## src/rtl/park_seq_pkg.sv

```systemverilog
package park_seq_pkg;

  typedef enum logic [1:0] {
    PWR_OFF  = 2'd0,
    PWR_ON   = 2'd1,
    PWR_HOLD = 2'd2
  } pwr_state_e;

  localparam logic [6:0] TARGET_ADDR_LO = 7'h1B;
  localparam logic [6:0] TARGET_ADDR_HI = 7'h1D;

  // Cycles in (amount / per_sec) seconds at freq_hz, never below one.
  function automatic int unsigned cycles_for(input int unsigned freq_hz,
                                             input int unsigned amount,
                                             input int unsigned per_sec);
    longint unsigned prod;
    prod = longint'(freq_hz) * longint'(amount) / longint'(per_sec);
    if (prod == 0) return 1;
    return int'(prod);
  endfunction

  function automatic int unsigned count_width(input int unsigned terminal);
    if (terminal <= 1) return 1;
    return $clog2(terminal);
  endfunction

endpackage

```

## src/rtl/park_seq_sync.sv

```systemverilog
module park_seq_sync #(
  parameter int unsigned WIDTH   = 1,
  parameter int unsigned STAGES  = 2,
  parameter logic        RST_VAL = 1'b0
) (
  input  logic             clk,
  input  logic             rst_n,
  input  logic [WIDTH-1:0] d_in,
  output logic [WIDTH-1:0] d_out
);

  logic [WIDTH-1:0] chain_q [STAGES];

  for (genvar s = 0; s < STAGES; s++) begin : g_stage
    if (s == 0) begin : g_first
      always_ff @(posedge clk or negedge rst_n) begin
        if (!rst_n) chain_q[0] <= {WIDTH{RST_VAL}};
        else        chain_q[0] <= d_in;
      end
    end else begin : g_next
      always_ff @(posedge clk or negedge rst_n) begin
        if (!rst_n) chain_q[s] <= {WIDTH{RST_VAL}};
        else        chain_q[s] <= chain_q[s-1];
      end
    end
  end

  assign d_out = chain_q[STAGES-1];

endmodule

```

## src/rtl/park_seq_power_fsm.sv

```systemverilog
module park_seq_power_fsm
  import park_seq_pkg::*;
#(
  parameter int unsigned HOLD_CYC = 62500
) (
  input  logic clk,
  input  logic rst_n,
  input  logic park_ok,
  output logic reg_en
);

  localparam int unsigned HW = count_width(HOLD_CYC);
  localparam logic [HW-1:0] HOLD_LAST = HW'(HOLD_CYC - 1);

  pwr_state_e      state_q, state_d;
  logic [HW-1:0]   hold_q, hold_d;

  always_comb begin
    state_d = state_q;
    hold_d  = '0;
    case (state_q)
      PWR_OFF: begin
        if (park_ok) state_d = PWR_ON;
      end
      PWR_ON: begin
        if (!park_ok) state_d = PWR_HOLD;
      end
      PWR_HOLD: begin
        if (park_ok) begin
          state_d = PWR_ON;
        end else if (hold_q == HOLD_LAST) begin
          state_d = PWR_OFF;
        end else begin
          hold_d = hold_q + 1'b1;
        end
      end
      default: state_d = PWR_OFF;
    endcase
  end

  always_ff @(posedge clk or negedge rst_n) begin
    if (!rst_n) begin
      state_q <= PWR_OFF;
      hold_q  <= '0;
    end else begin
      state_q <= state_d;
      hold_q  <= hold_d;
    end
  end

  assign reg_en = (state_q != PWR_OFF);

endmodule

```

## src/rtl/park_seq_quiet_timer.sv

```systemverilog
module park_seq_quiet_timer
  import park_seq_pkg::*;
#(
  parameter int unsigned QUIET_CYC = 12500000
) (
  input  logic clk,
  input  logic rst_n,
  input  logic park_ok,
  output logic host_ready
);

  localparam int unsigned QW = count_width(QUIET_CYC);
  localparam logic [QW-1:0] QUIET_LAST = QW'(QUIET_CYC - 1);

  logic [QW-1:0] cnt_q;
  logic          done_q;

  always_ff @(posedge clk or negedge rst_n) begin
    if (!rst_n) begin
      cnt_q  <= '0;
      done_q <= 1'b0;
    end else if (!park_ok) begin
      cnt_q  <= '0;
      done_q <= 1'b0;
    end else if (!done_q) begin
      if (cnt_q == QUIET_LAST) done_q <= 1'b1;
      else                     cnt_q  <= cnt_q + 1'b1;
    end
  end

  // Drop at once when park is seen low; the counter clears next edge.
  assign host_ready = done_q & park_ok;

endmodule

```

## src/rtl/park_seq_addr_latch.sv

```systemverilog
module park_seq_addr_latch
  import park_seq_pkg::*;
(
  input  logic       clk,
  input  logic       rst_n,
  input  logic       strap,
  output logic       captured,
  output logic [6:0] addr
);

  logic       cap_q;
  logic [6:0] addr_q;

  always_ff @(posedge clk or negedge rst_n) begin
    if (!rst_n) begin
      cap_q  <= 1'b0;
      addr_q <= TARGET_ADDR_LO;
    end else if (!cap_q) begin
      cap_q  <= 1'b1;
      addr_q <= strap ? TARGET_ADDR_HI : TARGET_ADDR_LO;
    end
  end

  assign captured = cap_q;
  assign addr     = addr_q;

endmodule

```

## src/rtl/park_power_seq.sv

```systemverilog
module park_power_seq
  import park_seq_pkg::*;
#(
  parameter int unsigned CLK_FREQ_HZ = 125000000,
  parameter int unsigned HOLD_US     = 500,
  parameter int unsigned QUIET_MS    = 100,
  parameter int unsigned SYNC_STAGES = 2
) (
  input  logic       clk,
  input  logic       rst_n,
  input  logic       park_n,
  input  logic       addr_strap,
  output logic       reg_en,
  output logic       reg_oe,
  output logic       host_ready,
  output logic [6:0] i2c_addr
);

  localparam int unsigned HOLD_CYC  = cycles_for(CLK_FREQ_HZ, HOLD_US, 1000000);
  localparam int unsigned QUIET_CYC = cycles_for(CLK_FREQ_HZ, QUIET_MS, 1000);

  logic park_ok;

  park_seq_sync #(
    .WIDTH  (1),
    .STAGES (SYNC_STAGES),
    .RST_VAL(1'b0)
  ) u_park_sync (
    .clk  (clk),
    .rst_n(rst_n),
    .d_in (park_n),
    .d_out(park_ok)
  );

  park_seq_power_fsm #(
    .HOLD_CYC(HOLD_CYC)
  ) u_power (
    .clk    (clk),
    .rst_n  (rst_n),
    .park_ok(park_ok),
    .reg_en (reg_en)
  );

  park_seq_quiet_timer #(
    .QUIET_CYC(QUIET_CYC)
  ) u_quiet (
    .clk       (clk),
    .rst_n     (rst_n),
    .park_ok   (park_ok),
    .host_ready(host_ready)
  );

  park_seq_addr_latch u_addr (
    .clk     (clk),
    .rst_n   (rst_n),
    .strap   (addr_strap),
    .captured(reg_oe),
    .addr    (i2c_addr)
  );

endmodule

```

## config.mk

```make
export PLATFORM = sky130hd
export DESIGN_NAME = park_power_seq
export DESIGN_NICKNAME = d
export VERILOG_FILES = /design/src/rtl/park_seq_pkg.sv /design/src/rtl/park_seq_sync.sv /design/src/rtl/park_seq_power_fsm.sv /design/src/rtl/park_seq_quiet_timer.sv /design/src/rtl/park_seq_addr_latch.sv /design/src/rtl/park_power_seq.sv
export SDC_FILE = /design/constraint.sdc
export NUM_CORES = 1
export LEC_CHECK = 0
export CORE_ASPECT_RATIO = 0.9
export CORE_MARGIN = 2
export CORE_UTILIZATION = 35
export DETAILED_ROUTE_END_ITERATION = 12
export PLACE_DENSITY_LB_ADDON = 0.08
export SYNTH_ARGS = -nofsm -noshare
export SYNTH_HDL_FRONTEND = slang
export SYNTH_SLANG_ARGS = --single-unit
```

## constraint.sdc

```tcl
create_clock -name clk -period 2.6 [get_ports clk]
set_clock_uncertainty 0.15 [all_clocks]
set_input_delay 0.52 -clock clk [delete_from_list [all_inputs] [get_ports clk]]
set_output_delay 0.52 -clock clk [all_outputs]
set_load 0.05 [all_outputs]
```

Yosys cells after proc, flatten, opt, wreduce, memory -nomap -nowiden
Index checks and enable logic that the tools add are counted.
Word-level totals
  output and inout port bits: 10
  input port bits: 4
  bits in registers: 53
  word-level logic and storage cells: 39
Cells by class
  add/subtract/negate cells: 2
  bitwise gates (word level): 1
  muxes and demuxes: 15
  equal/unequal tests: 9
  reduce and logical (&&, ||, !) cells: 4
Operators with widths (number)
  2-to-1 mux 24 bit: 3
  2-to-1 mux 16 bit: 3
  adder 24 x 1 -> 24 bit (second input constant): 1
  == test 24 bit (second input constant): 1
  adder 16 x 1 -> 16 bit (second input constant): 1
  == test 16 bit (second input constant): 1
  2-to-1 mux 2 bit: 4
  != test 2 bit (second input constant): 4
  one-hot mux 2 bit (3 select lines): 1
  2-to-1 mux 1 bit: 3
  2-to-1 mux 3 bit: 1
  != test 3 x 2 -> 1 bit (second input constant): 1
  AND reduction 3 bit: 1
  == test 2 x 1 -> 1 bit (second input constant): 1
  == test 2 bit (second input constant): 1
  logical NOT 2 bit: 1
  AND reduction 2 bit: 1
  nonzero test 2 bit: 1
  AND 1 bit: 1

Depth between registers and ports, before layout
  depth in word-level cells: 4
  gate-level depth with buffers: 6
  mapped depth without buffers: 5

Cells and area by module
From an unflattened synthesis, not the netlist that was laid out.
Unflattened totals
  cells, all modules: 254
  area, all modules: 2476.1 um^2
Modules (own cells, without submodules)
  park_seq_quiet_timer: area an instance 1406.3 um^2, seq. area each 625.6 um^2, times used 1, cells an instance 152
  park_seq_power_fsm: area an instance 874.6 um^2, seq. area each 450.4 um^2, times used 1, cells an instance 87
  park_seq_addr_latch: area an instance 145.1 um^2, seq. area each 76.3 um^2, times used 1, cells an instance 13
  park_seq_sync: area an instance 50.0 um^2, seq. area each 50.0 um^2, times used 1, cells an instance 2

Worst setup path after synthesis
Ideal clock, no wire load.
  path kind: register -> register
  start point: register u_quiet.cnt_q[0]
  end point: register u_quiet.cnt_q[12]
  data required time: 2.372 ns
  arrival time: 1.854 ns
  cell stages (with the launch flop): 7
  buffers on the path: 1
  clock period less this slack: 2.082 ns
  path slack: 0.518 ns
  library setup time: 0.078 ns
  cells stage by stage: dfrtp_1 -> ha_1 -> nand4_2 -> or4b_4 -> buf_6 -> or3_1 -> a21oi_1
On the way
  cells in the longest elaborated chain, start to end: 4
  elaborated cells on any way between the ends: 7
  classes of those cells: add/sub (1); eq/ne (2); mux (3); reduce/logical (1)
Ends and longest elaborated chain
  from (decl): line park_seq_quiet_timer.sv:15  | logic [QW-1:0] cnt_q;
  from (signal assigned): line park_seq_quiet_timer.sv:27  | else cnt_q <= cnt_q + 1'b1;
  adder 24 x 1 -> 24 bit: line park_seq_quiet_timer.sv:27
  2-to-1 mux 24 bit: line park_seq_quiet_timer.sv:26  | if (cnt_q == QUIET_LAST) done_q <= 1'b1;
  2-to-1 mux 24 bit: line park_seq_quiet_timer.sv:25  | end else if (!done_q) begin
  2-to-1 mux 24 bit: line park_seq_quiet_timer.sv:22  | end else if (!park_ok) begin
Several ways; a longest one is shown, not always the timed one. The select of a mux whose other input is x is not followed.
A chain may end at the register's enable or synchronous reset.

Final worst setup path
  start point: register u_power.state_q[0]
  end point: output reg_en
On the way
  cells in the longest elaborated chain, start to end: 1
Ends and longest elaborated chain
  from (decl): line park_seq_power_fsm.sv:15  | pwr_state_e state_q, state_d;
  from (signal assigned): line park_seq_power_fsm.sv:46  | state_q <= state_d;
  nonzero test 2 bit: line park_seq_power_fsm.sv:51  | assign reg_en = (state_q != PWR_OFF);
  to (decl): line park_power_seq.sv:13  | output logic reg_en,
Every way passes these cells.

==> metrics.txt <==
# TYPE chip_impl_metric gauge
chip_impl_metric{name="holdBufCountCts",unit=""} 0
chip_impl_info{name="slowest_stage",value="clkdlybuf4s50_1"} 1
chip_impl_info{name="hold_class",value="primary input to async pin"} 1
chip_impl_metric{name="reg2regPathDepth",unit=""} 5
chip_impl_metric{name="holdWs",unit="ps"} 148
chip_impl_info{name="timing_worst_setup_path_type",value="flip-flop to primary output"} 1
chip_impl_metric{name="grt_pass1_wl",unit="um"} 8450
chip_impl_metric{name="slew-limit-headroom",unit="%"} 58.5
chip_impl_metric{name="cap_viol_max_count",unit=""} 0
chip_impl_info{name="worstReg2RegStart",value="u_quiet.cnt_q[0]"} 1
chip_impl_metric{name="grt.total_usage",unit="%"} 13.6
chip_impl_metric{name="dr.first_iter.drc_count",unit=""} 76
chip_impl_metric{name="numClockSinks",unit=""} 48
chip_impl_metric{name="hold_violations",unit=""} 0
chip_impl_metric{name="worstPathMaxFanout",unit=""} 4
chip_impl_metric{name="area_growth_syn_to_layout",unit="%"} 10.1
chip_impl_metric{name="die_y",unit="um"} 83.5
chip_impl_metric{name="postCtsSetupRepairBufs",unit=""} 0
chip_impl_info{name="layout.cells.most_common_list",value="47 x dfrtp_1, 25 x nor2_1, 17 x a21oi_1"} 1
chip_impl_metric{name="synthesis.area",unit="um2"} 2460
chip_impl_metric{name="rows",unit=""} 28
chip_impl_metric{name="cp.arrival",unit="ps"} 1730
chip_impl_metric{name="design_area",unit="um2"} 2710
chip_impl_info{name="tritoncts_clock_tree",value="done"} 1
chip_impl_metric{name="fin_nets",unit=""} 263
chip_impl_metric{name="post_drt_via_cell_ratio",unit=""} 5.30
chip_impl_metric{name="cp.buffers_inverters",unit=""} 1
chip_impl_metric{name="synth.top_cell.area_share",unit="%"} 47.8
chip_impl_metric{name="report.power.total",unit="mW"} 1.42
chip_impl_metric{name="post_dp_cell_area",unit="um2"} 2600
chip_impl_metric{name="route.vias.total",unit=""} 1844
chip_impl_metric{name="fmax",unit="GHz"} 0.417
chip_impl_metric{name="timing.final.ws_setup",unit="ps"} 202
chip_impl_metric{name="period_needed",unit="ps"} 2400
chip_impl_info{name="endpoint_of_the_most_critical_register_to_register_path",value="u_quiet.cnt_q[16]"} 1
chip_impl_metric{name="htreeDepth",unit=""} 2
chip_impl_metric{name="floorplan.initialDensity",unit="%"} 36.7
chip_impl_metric{name="antenna_cells",unit=""} 0
chip_impl_info{name="synth_largest_area_cell",value="dfrtp_1"} 1
chip_impl_metric{name="path_clk_slew",unit="ps"} 90
chip_impl_metric{name="pre_cts_ws",unit="ps"} 306
chip_impl_metric{name="proportion_of_layout_cells_with_a_drive_suffix_above_1",unit="%"} 10.1
chip_impl_metric{name="placed_cells_incl_taps",unit=""} 340
chip_impl_metric{name="maxSlewViolCount",unit=""} 0
chip_impl_metric{name="drt_wl_total",unit="um"} 4920
chip_impl_info{name="worst_setup_path_start_kind",value="flip-flop"} 1
chip_impl_metric{name="postCtsResizedCells",unit=""} 0
chip_impl_metric{name="globalplace.congestion",unit=""} 0.734
chip_impl_metric{name="utilization",unit="%"} 40.5
chip_impl_metric{name="worst_ep_required_time",unit="ps"} 1930
chip_impl_metric{name="antenna_found_initial",unit=""} 0
chip_impl_metric{name="timing.final.crit_share",unit="%"} 92.2
chip_impl_info{name="yosys-top-cells-area",value="dfrtp_1 48%, xnor2_1 4.3%, nor2_1 3.8%"} 1
chip_impl_info{name="worstPathCellList",value="or2_2, clkdlybuf4s50_1"} 1
chip_impl_metric{name="transition_at_the_pin_with_the_smallest_max_transition_slack",unit="ps"} 622
chip_impl_info{name="critPathTopFamily",value="buffers and inverters"} 1
chip_impl_info{name="final_common_cell",value="dfrtp_1"} 1
chip_impl_metric{name="maximum_number_of_pins_on_one_net_before_global_route_repair",unit=""} 49
chip_impl_metric{name="wl_per_cell",unit="um"} 14.1
chip_impl_metric{name="cpPeakStageDelay",unit="ps"} 710
chip_impl_metric{name="post_layout_nonfiller_instances",unit=""} 348
chip_impl_metric{name="first_global_vias",unit=""} 1702
chip_impl_metric{name="leakage",unit="nW"} 1.08
chip_impl_metric{name="post_synth_num_cell_types",unit=""} 45
chip_impl_metric{name="number_of_register_bits_inferred_by_synthesis",unit=""} 48
chip_impl_info{name="grt_setup_unrepaired",value="no"} 1
chip_impl_info{name="run_status",value="complete, no violations"} 1
chip_impl_metric{name="first_pass_iters",unit=""} 4
chip_impl_metric{name="insertion_delay",unit="ps"} 310
chip_impl_metric{name="cts-root-to-sink-buffers",unit=""} 2
chip_impl_metric{name="numCtsBuffers",unit=""} 5
chip_impl_metric{name="route.detailed.drc",unit=""} 0
chip_impl_metric{name="power_density",unit="nW/um2"} 526
chip_impl_info{name="master_cell_of_the_clock_root_buffer",value="clkbuf_8"} 1
chip_impl_metric{name="io-pin-count",unit=""} 14
chip_impl_metric{name="die_outline_area",unit="um2"} 7710
chip_impl_metric{name="synthesized_instance_count",unit=""} 246
chip_impl_metric{name="worst-r2r-setup-slack",unit="ps"} 290
chip_impl_metric{name="numPortBuffers",unit=""} 8
chip_impl_metric{name="dieWidth",unit="um"} 92.3
chip_impl_info{name="timing.critical_path.to_type",value="primary output"} 1
chip_impl_metric{name="synthesis.yosys.warnings",unit=""} 0
chip_impl_metric{name="setup_total_negative_slack",unit="ps"} 0
chip_impl_metric{name="timing.final.setup_violations",unit=""} 0
chip_impl_metric{name="syn_avg_cell_area",unit="um2"} 9.99
chip_impl_metric{name="globalRoute.totalOverflow",unit=""} 0
chip_impl_metric{name="core_area",unit="um2"} 6690
chip_impl_metric{name="vdd.ir_drop.worst",unit="mV"} 0.179
chip_impl_metric{name="dpl.hpwl",unit="um"} 3290
chip_impl_metric{name="seq_area_frac_synth",unit="%"} 48.9
chip_impl_metric{name="routed_antenna_nets",unit=""} 0
state kept, by name (all words and copies together) (netlist names):
| signal | cells |
|---|---|
| u_quiet.done_q | 1 |
| u_power.state_q | 2 |
| u_addr.captured | 1 |
| u_addr.addr | 2 |
| u_park_sync.chain_q | 1 |
| u_power.hold_q | 16 |
| u_quiet.cnt_q | 24 |
| u_park_sync.d_out | 1 |
where the power goes:
group / internal (mW) / total [mW] / leakage [nW] / switching [mW]
combinational: 0.0292 / 0.102 / 0.373 / 0.0730
sequential: 0.762 / 0.777 / 0.652 / 0.0152
clock: 0.285 / 0.545 / 0.0541 / 0.261
metal layers:
metal | vias to the layer above | GRT usage, % | part of all wire [%]
li1 | 908 | - | -
met1 | 895 | 20.2 | 52
met2 | 31 | 19.4 | 43
met3 | 10 | 2.80 | 3.0
met4 | 0 | 4.88 | 1.8
met5 | - | 0 | 0
Yosys cell counts (all sizes together):
cell type  count
nand2         16
inv            5
and4b          1
xnor2         12
nor3           5
nand2b         1
nor4           4
and4           3
or4           11
a31o           3
dfrtp         47
buf           11
and3           4
or3            6
dfstp          1
a31oi          1
and2           3
mux2           1
nand4b         1
o31ai          9
a41oi          1
a21oi         17
nor3b          2
nor2b          1
nor2          25
xor2           8
o21ai          9
or4b           2
clkbuf         2
nand4         11
a211oi         1
ha             2
conb           2
nor4bb         2
nand3         14
a21o           1
or2            1
area by class of cell:
| type | count | area, um2 |
|---|---|---|
| clock inverter | 3 | 42.5 |
| clock buffer | 5 | 68.8 |
| timing repair buffer | 13 | 113 |
| fill | 655 | 3980 |
| inverter | 5 | 18.8 |
| multi-input combinational | 184 | 1150 |
| tap | 90 | 113 |
| sequential | 48 | 1200 |
worst max-delay path by stage:
stage | endpoint | cells after the start | start | slack (ps)
2_1_floorplan | u_quiet.cnt_q[12] | 6 | u_quiet.cnt_q[0] | 520
3_3_place_gp | u_quiet.cnt_q[16] | 5 | u_quiet.cnt_q[0] | 360
5_1_grt | u_quiet.cnt_q[22] | 5 | u_quiet.cnt_q[0] | 120
4_1_cts | reg_en | 2 | u_power.state_q[0] | 190
3_5_place_dp | u_quiet.cnt_q[16] | 5 | u_quiet.cnt_q[0] | 310
6_report | reg_en | 2 | u_power.state_q[0] | 200
kinds of logic (layout without fill, tap and decap cells):
| kind of cell | count (synthesis) | count (layout) | synth area share [%] |
|---|---|---|---|
| buffers and inverters | 18 | 26 | 4.94 |
| xor gates and xnor gates | 20 | 20 | 7.12 |
| adders and majority gates | 2 | 2 | 1.02 |
| and+or+nand+nor | 113 | 113 | 26.9 |
| AOI/OAI and AO/OA | 42 | 42 | 10.3 |
| muxes | 1 | 1 | 0.458 |
| DFF | 48 | 48 | 48.9 |
| other | 2 | 6 | 0.305 |
Note: power is estimated with default switching activity, not from simulation.
